==> src/rtl/vec_irq_pkg.sv <==
// Package: shared constants and the legacy routing table for the dispatch unit.
// Assumes a 64-entry vector space so that the vector fits in bits 5:0 of word 0.
package vec_irq_pkg;
    localparam int unsigned NUM_VEC    = 64;
    localparam int unsigned NUM_LEGACY = 16;
    localparam int unsigned WORD_W     = 64;
    localparam int unsigned VEC_W      = $clog2(NUM_VEC);
    localparam int unsigned FIELD_SHIFT = 6;
    localparam logic [4:0]  FIXED_FIELD = 5'h1F;
    localparam logic [7:0]  TRAP_CODE   = 8'h60;

    // Returns the routed vector for a legacy line, or -1 when the line is dropped.
    function automatic int legacy_target(input int line);
        case (line)
            7:       return 'h22;
            6:       return 'h27;
            1:       return 'h29;
            12:      return 'h2A;
            4:       return 'h2B;
            default: return -1;
        endcase
    endfunction
endpackage

==> src/rtl/vec_legacy_router.sv <==
// Legacy router: folds routed legacy lines onto their fixed vector positions.
// Assumes every routed target is below N_VEC. Unrouted lines drive nothing.
module vec_legacy_router
    import vec_irq_pkg::*;
#(
    parameter int unsigned N_VEC = NUM_VEC,
    parameter int unsigned N_LEG = NUM_LEGACY
) (
    input  logic [N_LEG-1:0] legacy_in,
    output logic [N_VEC-1:0] legacy_vec
);
    logic [N_VEC-1:0] contrib [N_LEG];

    for (genvar g = 0; g < N_LEG; g++) begin : g_line
        localparam int TGT = legacy_target(g);
        if (TGT >= 0 && TGT < int'(N_VEC)) begin : g_routed
            assign contrib[g] = {{(N_VEC-1){1'b0}}, legacy_in[g]} << TGT;
        end else begin : g_dropped
            assign contrib[g] = '0;
        end
    end

    // Purpose: OR every line's contribution into one vector-wide bus.
    always_comb begin
        legacy_vec = '0;
        for (int i = 0; i < int'(N_LEG); i++) legacy_vec = legacy_vec | contrib[i];
    end
endmodule

==> src/rtl/vec_edge_detect.sv <==
// Edge detector: compares each line with its value from the previous cycle.
// Assumes the inputs are synchronous to clk. The history clears to 0 on reset.
module vec_edge_detect #(
    parameter int unsigned W = 64
) (
    input  logic         clk,
    input  logic         rst_n,
    input  logic [W-1:0] lines,
    output logic [W-1:0] rise,
    output logic [W-1:0] fall
);
    logic [W-1:0] prev_q;

    // Purpose: keep the sampled history of every line.
    always_ff @(posedge clk) begin
        if (!rst_n) prev_q <= '0;
        else        prev_q <= lines;
    end

    assign rise = lines & ~prev_q;
    assign fall = ~lines & prev_q;
endmodule

==> src/rtl/vec_lowest_pick.sv <==
// Priority picker: returns the lowest set index of a request vector.
// Assumes W is a power of two no larger than 2**IW.
module vec_lowest_pick #(
    parameter int unsigned W  = 64,
    parameter int unsigned IW = $clog2(W)
) (
    input  logic [W-1:0]  req,
    output logic          found,
    output logic [IW-1:0] idx
);
    // Purpose: scan from the top down so that the lowest set bit is kept.
    always_comb begin
        found = 1'b0;
        idx   = '0;
        for (int i = int'(W) - 1; i >= 0; i--) begin
            if (req[i]) begin
                found = 1'b1;
                idx   = IW'(i);
            end
        end
    end
endmodule

==> src/rtl/vec_irq_dispatch.sv <==
// Top: single-slot vectored interrupt dispatch.
// Assumes level-sensitive synchronous request lines. Any falling line acknowledges.
module vec_irq_dispatch
    import vec_irq_pkg::*;
#(
    parameter int unsigned N_VEC  = NUM_VEC,
    parameter int unsigned N_LEG  = NUM_LEGACY,
    parameter int unsigned W_WORD = WORD_W
) (
    input  logic              clk,
    input  logic              rst_n,
    input  logic [N_VEC-1:0]  vec_req,
    input  logic [N_LEG-1:0]  legacy_irq,
    output logic              busy,
    output logic              irq_req,
    output logic [7:0]        irq_trap,
    output logic              wake,
    output logic [W_WORD-1:0] rec_w0,
    output logic [W_WORD-1:0] rec_w1,
    output logic [W_WORD-1:0] rec_w2
);
    localparam int unsigned IW = $clog2(N_VEC);
    localparam int unsigned PAD_W = W_WORD - FIELD_SHIFT - 5;

    logic [N_VEC-1:0] legacy_vec, lines, rise, fall;
    logic             pick_found;
    logic [IW-1:0]    pick_idx;
    logic             busy_q, wake_q;
    logic [W_WORD-1:0] w0_q;

    vec_legacy_router #(.N_VEC(N_VEC), .N_LEG(N_LEG)) u_router (
        .legacy_in (legacy_irq),
        .legacy_vec(legacy_vec)
    );

    assign lines = vec_req | legacy_vec;

    vec_edge_detect #(.W(N_VEC)) u_edge (
        .clk  (clk),
        .rst_n(rst_n),
        .lines(lines),
        .rise (rise),
        .fall (fall)
    );

    vec_lowest_pick #(.W(N_VEC), .IW(IW)) u_pick (
        .req  (rise),
        .found(pick_found),
        .idx  (pick_idx)
    );

    // Purpose: accept a delivery when idle and release it on any falling line.
    always_ff @(posedge clk) begin
        if (!rst_n) begin
            busy_q <= 1'b0;
            wake_q <= 1'b0;
            w0_q   <= '0;
        end else begin
            wake_q <= 1'b0;
            if (busy_q) begin
                if (|fall) busy_q <= 1'b0;
            end else if (pick_found) begin
                busy_q <= 1'b1;
                wake_q <= 1'b1;
                w0_q   <= {{PAD_W{1'b0}}, FIXED_FIELD,
                           {(FIELD_SHIFT-IW){1'b0}}, pick_idx};
            end
        end
    end

    assign busy     = busy_q;
    assign irq_req  = busy_q;
    assign irq_trap = busy_q ? TRAP_CODE : 8'h00;
    assign wake     = wake_q;
    assign rec_w0   = w0_q;
    assign rec_w1   = '0;
    assign rec_w2   = '0;
endmodule

==> config.mk <==
export PLATFORM = sky130hd
export DESIGN_NAME = vec_irq_dispatch
export DESIGN_NICKNAME = d
export VERILOG_FILES = /design/src/rtl/vec_irq_pkg.sv /design/src/rtl/vec_legacy_router.sv /design/src/rtl/vec_edge_detect.sv /design/src/rtl/vec_lowest_pick.sv /design/src/rtl/vec_irq_dispatch.sv
export SDC_FILE = /design/constraint.sdc
export NUM_CORES = 1
export LEC_CHECK = 0
export BUFFER_PORTS_ARGS = -buffer_cell sky130_fd_sc_hd__buf_4
export CORE_MARGIN = 1.5
export CORE_UTILIZATION = 45
export DETAILED_ROUTE_END_ITERATION = 6
export PLACE_DENSITY = 0.81
export SLEW_MARGIN = 20
export SYNTH_ARGS = -nofsm -noshare
export SYNTH_HDL_FRONTEND = slang
export SYNTH_SLANG_ARGS = --single-unit
==> constraint.sdc <==
create_clock -name clk -period 6.9 [get_ports clk]
set_input_delay 2.07 -clock clk [delete_from_list [all_inputs] [get_ports clk]]
set_output_delay 2.07 -clock clk [all_outputs]
set_load 0.01 [all_outputs]
==> reports/results.txt, run 1 <==
RSZ-0062 raised after global routing: no
# clock sinks: 73
Via/cell ratio: 4.636
Total track usage: 18.23%
Final setup TNS: 0 ns
Synth area leaders: buf_4 27%, dfxtp_1 27%, and2_1 6.8%, inv_1 4.6%, nand2b_1 3.2%
Hold Crit Class: reg -> reg
Latest clock arrival within the worst-skew pair: 0.34 ns
GP Congestion: 0.9117
Main synth FF type: dfxtp_1
Worst Path Arrival: 3.98 ns
Number of distinct library cells after synthesis: 70
Synth Register Bits: 73
Number of global-route vias before repair: 3528
Avg WL per Cell: 13.27 µm
Post-route minimum period: 3.749 ns
Initial core utilization: 46.44%
Final Max Tran Viols: 0
Clk slew on worst S/H paths: 0.06 ns
Postcts setup bufs: 0
Grt met1 use: 22.14%
Synth top area share: 27.37%
CTS tree: yes
Sequential share of the synthesized area: 27.33%
Num CTS Buffers: 9
Syn_area_per_cell: 8.090 µm²
Post-synth EDFFs: 0
CP max stage delay: 0.72 ns
Num ports: 285
Fillers: 1130
Number of nets in the layout: 824
Die Y: 112.0 µm
Worst clock skew: 0.004271 ns
Synth Cell Area: 5348 µm²
Diode count: 0
Max-cap check violation count: 0
Crit share post-route: 54.33%
DRT iter0 DRCs: 338
Die X: 112.0 µm
Vias: 4126
Core region area: 11520 µm²
PostCTS Resize Cnt: 0
Max Root-Sink Buffers: 2
Initial antenna violation count: 0
CP Max Fanout: 10
Crit path launch type: input port
Area added between synthesis and finish: 6.926%
Share of cells above drive strength 1: 17.40%
CTS H-tree lvls: 3
Global-route met3 utilization: 3.294%
Die Area: 12550 µm²
Max VDD drop: 0.1365 mV
Busiest layer in global routing: met2
Worst slew pin tran: 0.7596 ns
Worst slew margin: 48.65%
Slowest cell on crit path: nor4b_1
LEAKAGE: 2.741 nW
Setup-failing EPs final: 0
Failing checks: design-rule violations
Synth warn: 0
Largest net degree at the start of global routing: 77
Root buffer cell: clkbuf_16
PortBufs: 86
Final hold violations: 0
Critical Path Sink Type: register
Critical path cell sequence: buf_4, nand2b_1, o21ai_1, nor4b_1, and4_4, a21oi_4, and2_4, a21o_1
Hold_buf cts: 0
Leading area contributor after synthesis: buf_4
GR Layer Usage met2: 32.39%
Final ANT Viol Nets: 0
Number of buffers and inverters on the critical path: 1
Placed wire-length estimate: 9442 µm
First-pass GRT wire length: 17850 µm
Worst Path Required: 7.14 ns
Largest delay share family, worst path: simple AND/OR/NAND/NOR gates
Drt pass-1 iters: 7
Pwr Density: 215.3 nW/µm²
Design area: 5718 µm²
Rows: 39
Max Clk Rate: 266.8 MHz
WL final: 11810 µm
FFs w/ async S/R, synth: 0%
Dpl cell area: 5373 µm²
Grt total ovfl: 0
CP Class: in -> reg
Drt drc: 21
Outcome: complete, but fails checks
Mapped Cells: 661
## cells in the final DEF, fill, tap and decap left out, types with 10 or more instances in the layout
| cell type | netlist | routed |
|---|---|---|
| dfxtp_1 | 73 | 73 |
| buf_4 | 195 | 86 |
| nor2b_1 | 21 | 21 |
| nand2b_1 | 27 | 27 |
| a221oi_1 | 12 | 12 |
| nand2_1 | 17 | 17 |
| o22ai_1 | 19 | 19 |
| and2_1 | 58 | 58 |
| inv_1 | 65 | 65 |
| nor2_1 | 31 | 31 |
| conb_1 | 1 | 187 |
| a21oi_1 | 10 | 10 |
## path summary, 6_finish.rpt
kind	from	to	slack [ns]	cells past startpoint
hold / removal	rec_w0[1]	rec_w0[1]	0.47	2
setup / recovery	vec_req[3]	busy	3.15	8
setup reg to reg	u_edge.prev_q[3]	busy	4.64	7
hold reg to reg	rec_w0[1]	rec_w0[1]	0.47	2
## stage by stage
| step | hold WS, ns | cells | power, mW | worst slack [ns] | utilization (%) |
|---|---|---|---|---|---|
| 2_1_floorplan | 0.4905 | 847 | 0.6995 | 3.287 | - |
| 3_3_place_gp | 0.4615 | 874 | 0.6920 | 2.921 | 46.65 |
| 3_5_place_dp | 0.4618 | 874 | 0.6962 | 2.859 | 46.65 |
| 4_1_cts | 0.4733 | 890 | 1.233 | 3.203 | 49.65 |
| 5_1_grt | 0.4927 | 890 | 1.284 | 3.048 | 49.65 |
| 6_report | 0.4748 | 890 | 1.231 | 3.151 | 49.65 |
## cell families after synthesis
family	synth area share (%)
buf+inv	32.57
simple gates	25.20
compound gates	14.83
flops	27.33
other cells	0.07012
## cells in the mapped netlist (5+ instances only)
cell / n
buf_4: 195
dfxtp_1: 73
inv_1: 65
and2_1: 58
nor2_1: 31
nand2b_1: 27
nor2b_1: 21
o22ai_1: 19
nand2_1: 17
a221oi_1: 12
a21oi_1: 10
o21ai_0: 9
o21ai_1: 8
a31oi_1: 7
nand3_1: 7
o2111ai_1: 7
clkbuf_1: 6
nor2b_4: 6
nand4_1: 5
nor3_1: 5
nor4_1: 5
## registers in the layout, summed over array words and instances, names as in the netlist
name	count
busy	1
rec_w0	7
u_edge.prev_q	64
wake	1
## final cells by class
class                   count  area, µm²  share of cell area, %
clock inverters             5      102.6                  1.794
multi-input cells         507       2843                  49.72
flip-flops and latches     73       1461                  25.56
well taps                 143      178.9                  3.129
inverters                  65      244.0                  4.267
clock buffers              11      242.7                  4.245
repair buffers             86      645.6                  11.29
## power breakdown
| part | leakage, nW | switching, mW | internal, mW |
|---|---|---|---|
| clock network | 0.166 | 0.176 | 0.362 |
| logic | 1.97 | 0.142 | 0.0893 |
| registers | 0.608 | 0.0155 | 0.446 |
| total | 2.74 | 0.334 | 0.897 |
## routing by layer
layer / share of wire, % / wire (µm)
met1: 41 / 4808
met2: 51 / 5981
met3: 6.3 / 741
met4: 2.4 / 279
met5: 0 / 0
## tightest hold or removal path, cell delays in order (launching register included)
cell and delay [ns]:
dfxtp_1 0.31, nand2_1 0.05, o22ai_1 0.06
No activity file was read; power rests on OpenSTA's default activity.
==> inputs of run 2 (changes only) <==
--- a/config.mk
+++ b/config.mk
@@ -5,6 +5,7 @@
 export SDC_FILE = /design/constraint.sdc
 export NUM_CORES = 1
 export LEC_CHECK = 0
+export ABC_AREA = 1
 export BUFFER_PORTS_ARGS = -buffer_cell sky130_fd_sc_hd__buf_4
 export CORE_MARGIN = 1.5
 export CORE_UTILIZATION = 45
==> constraint.sdc (replaced) <==
create_clock -name clk -period 3.48 [get_ports clk]
set_input_delay 1.044 -clock clk [delete_from_list [all_inputs] [get_ports clk]]
set_output_delay 1.044 -clock clk [all_outputs]
set_load 0.01 [all_outputs]
==> run 2 against run 1 <==
  * Sequential share of layout area down 1.1 points
  * Highest routed layer unchanged
  * Flip-flop and latch count stayed put
  * Critical path depth grew 53
  * Worst hold slack worse by 0.0031 ns
  * Final cell count grew 19%
  * Clock power increased by 71%
  * The flow finishes with violations (design-rule violations, negative setup slack)
  * Largest power group unchanged
  * Largest cell class unchanged
  * Clock skew grew 0.0011 ns
==> reports/results.txt, run 2 <==
Vias: 4162
Worst Path Required: 3.71 ns
Rows: 39
Crit path launch type: input port
Max VDD drop: 0.2984 mV
Synth top area share: 27.25%
Hold Worst Slack: 0.4716 ns
Number of nets in the layout: 994
Sequential share of the synthesized area: 27.25%
Total power draw: 2.340 mW
RR Startpoint: u_edge.prev_q[62]
Failing checks: design-rule violations, negative setup slack
Outcome: complete, but fails checks
Hold Startpoint: rec_w0[5]
Mux cell area share after synthesis: 0%
Synthesized-area fraction occupied by adder cells: 0%
Hold_buf cts: 0
Number of distinct library cells after synthesis: 33
Clock network power share: 39.4%
Leading area contributor after synthesis: dfxtp_1
Clk slew on worst S/H paths: 0.06 ns
CP most frequent cell: nand2_1
Final hold violations: 0
Mapped Cells: 800
RSZ-0062 raised after global routing: yes
Post-route minimum period: 4.022 ns
First-pass GRT wire length: 15610 µm
Xor-xnor portion of the synthesized cell area: 0%
Area added between synthesis and finish: 11.38%
Max Clk Rate: 248.6 MHz
Largest net degree at the start of global routing: 49
Via/cell ratio: 3.930
Post-synthesis simple-gate area fraction: 28.64%
Grt total ovfl: 0
Placed wire-length estimate: 7954 µm
Final Max Tran Viols: 0
Dpl cell area: 5597 µm²
Max Root-Sink Buffers: 2
Setup-failing EPs final: 2
Avg WL per Cell: 9.385 µm
Commonest non-fill, non-tap cell in the layout: nand2_1
Worst clock skew: 0.005420 ns
Diode count: 0
CTS H-tree lvls: 3
GP Congestion: 0.8500
Design area: 5974 µm²
Drt pass-1 iters: 7
Initial core utilization: 46.58%
Synth Area in Compound Gates: 5.645%
CP Class: in -> reg
Global-route met3 utilization: 3.294%
Non-Filler Instances: 1059
FFs w/ async S/R, synth: 0%
Die X: 112.2 µm
NetSw: 0.6626 mW
Pwr Density: 391.6 nW/µm²
Share of cells above drive strength 1: 22.60%
Synth cell count leaders: 204 x nand2_1, 194 x buf_4, 116 x inv_1
Synth Cell Area: 5364 µm²
LEAKAGE: 3.639 nW
Most frequent cell after synthesis: nand2_1
Max-cap check violation count: 0
Initial antenna violation count: 0
Slowest cell on crit path: or2_4
Busiest layer in global routing: met2
DRT iter0 DRCs: 181
Grt met1 use: 17.18%
Main synth FF type: dfxtp_1
Net Sw Frac: 28.32%
GR Layer Usage met2: 29.24%
Synth warn: 0
Placed cells: 1041
Drt drc: 20
Largest register FFs: 64
Worst slew margin: 55.87%
Fin util: 51.88%
Hold Crit Class: reg -> reg
CP max stage delay: 0.23 ns
Biggest register: u_edge.prev_q
Final worst slack: -0.5417 ns
Final ANT Viol Nets: 0
Die Y: 112.2 µm
Root buffer cell: clkbuf_16
Synth area leaders: dfxtp_1 27%, buf_4 27%, nand2_1 14%, inv_1 8.1%, nor2_1 4.9%
# clock sinks: 73
Crit share post-route: 115.6%
Latest clock arrival within the worst-skew pair: 0.33 ns
Worst Path Arrival: 4.25 ns
Synth Register Bits: 73
Largest family of logic cells by synthesized area: buffers and inverters
Num CTS Buffers: 9
Num ports: 285
Total track usage: 15.41%
Commonest non-fill, non-tap cells in the layout: 201 x nand2_1, 187 x conb_1, 112 x inv_1
WL final: 9939 µm
Reg power frac: 38.7%
Worst slew pin tran: 0.6452 ns
Post-synth EDFFs: 0
CP Max Fanout: 2
Number of global-route vias before repair: 3617
Core region area: 11520 µm²
PortBufs: 86
Critical Path Sink Type: register
Pint: 1.677 mW
CTS tree: yes
Syn_area_per_cell: 6.705 µm²
Die Area: 12580 µm²
Comb power frac: 21.9%
Worst Setup SP: vec_req[60]
[run 2: worst max-delay path: cells and delay by family]
family                 cells  cell delay (ns)
and+or+nand+nor           58             3.06
buffers and inverters      2             0.10
AOI/OAI and AO/OA          1             0.05
[run 2: cells by family after synthesis]
group	count (synthesis)
buffers and inverters	341
AND/OR/NAND/NOR	339
flip-flops	73
AO/OA/AOI/OAI	46
other	1
[run 2: worst paths after layout]
path / end / slack [ns] / depth (start not counted)
setup / recovery: rec_w0[0] / -0.54 / 61
setup reg to reg: rec_w0[0] / -0.07 / 62
hold / removal: rec_w0[5] / 0.47 / 2
hold reg to reg: rec_w0[5] / 0.47 / 2
[run 2: through the flow]
stage	setup TNS (ns)	worst slack (ns)
final	-0.7868	-0.5417
after global routing	-1.754	-1.110
after CTS	-0.6024	-0.5495
after detailed placement	-1.292	-0.8662
after global placement	-1.151	-0.8356
after floorplan	-0.3793	-0.3793
[run 2: final cells by class]
cell class	instances	area, µm²
fillers	1104	5542
multi-input cells	572	2579
flip-flops and latches	73	1461
repair buffers	116	889.6
inverters	140	569.3
clock buffers	12	256.5
well taps	143	178.9
clock inverters	3	40.04
[run 2: what timing repair did]
action,in CTS,in global routing
buffers inserted,0,3
pin swaps,1,30
gates resized for setup,6,14
setup endpoints to repair,2,2
endpoints found under the hold margin,0,0
[run 2: power by group through the flow]
stage          sequential, mW  combinational, mW  clock [mW]
2_1_floorplan           0.918              0.489           0
4_1_cts                 0.904              0.500       0.934
3_3_place_gp            0.920              0.487           0
6_report                0.904              0.513       0.923
3_5_place_dp            0.922              0.495           0
5_1_grt                 0.909              0.577       0.973
[run 2: per-layer routing]
metal,wire length (µm),vias up
met4,139,0
met1,3959,1792
met2,5308,146
li1,-,2214
met5,0,-
met3,531,10
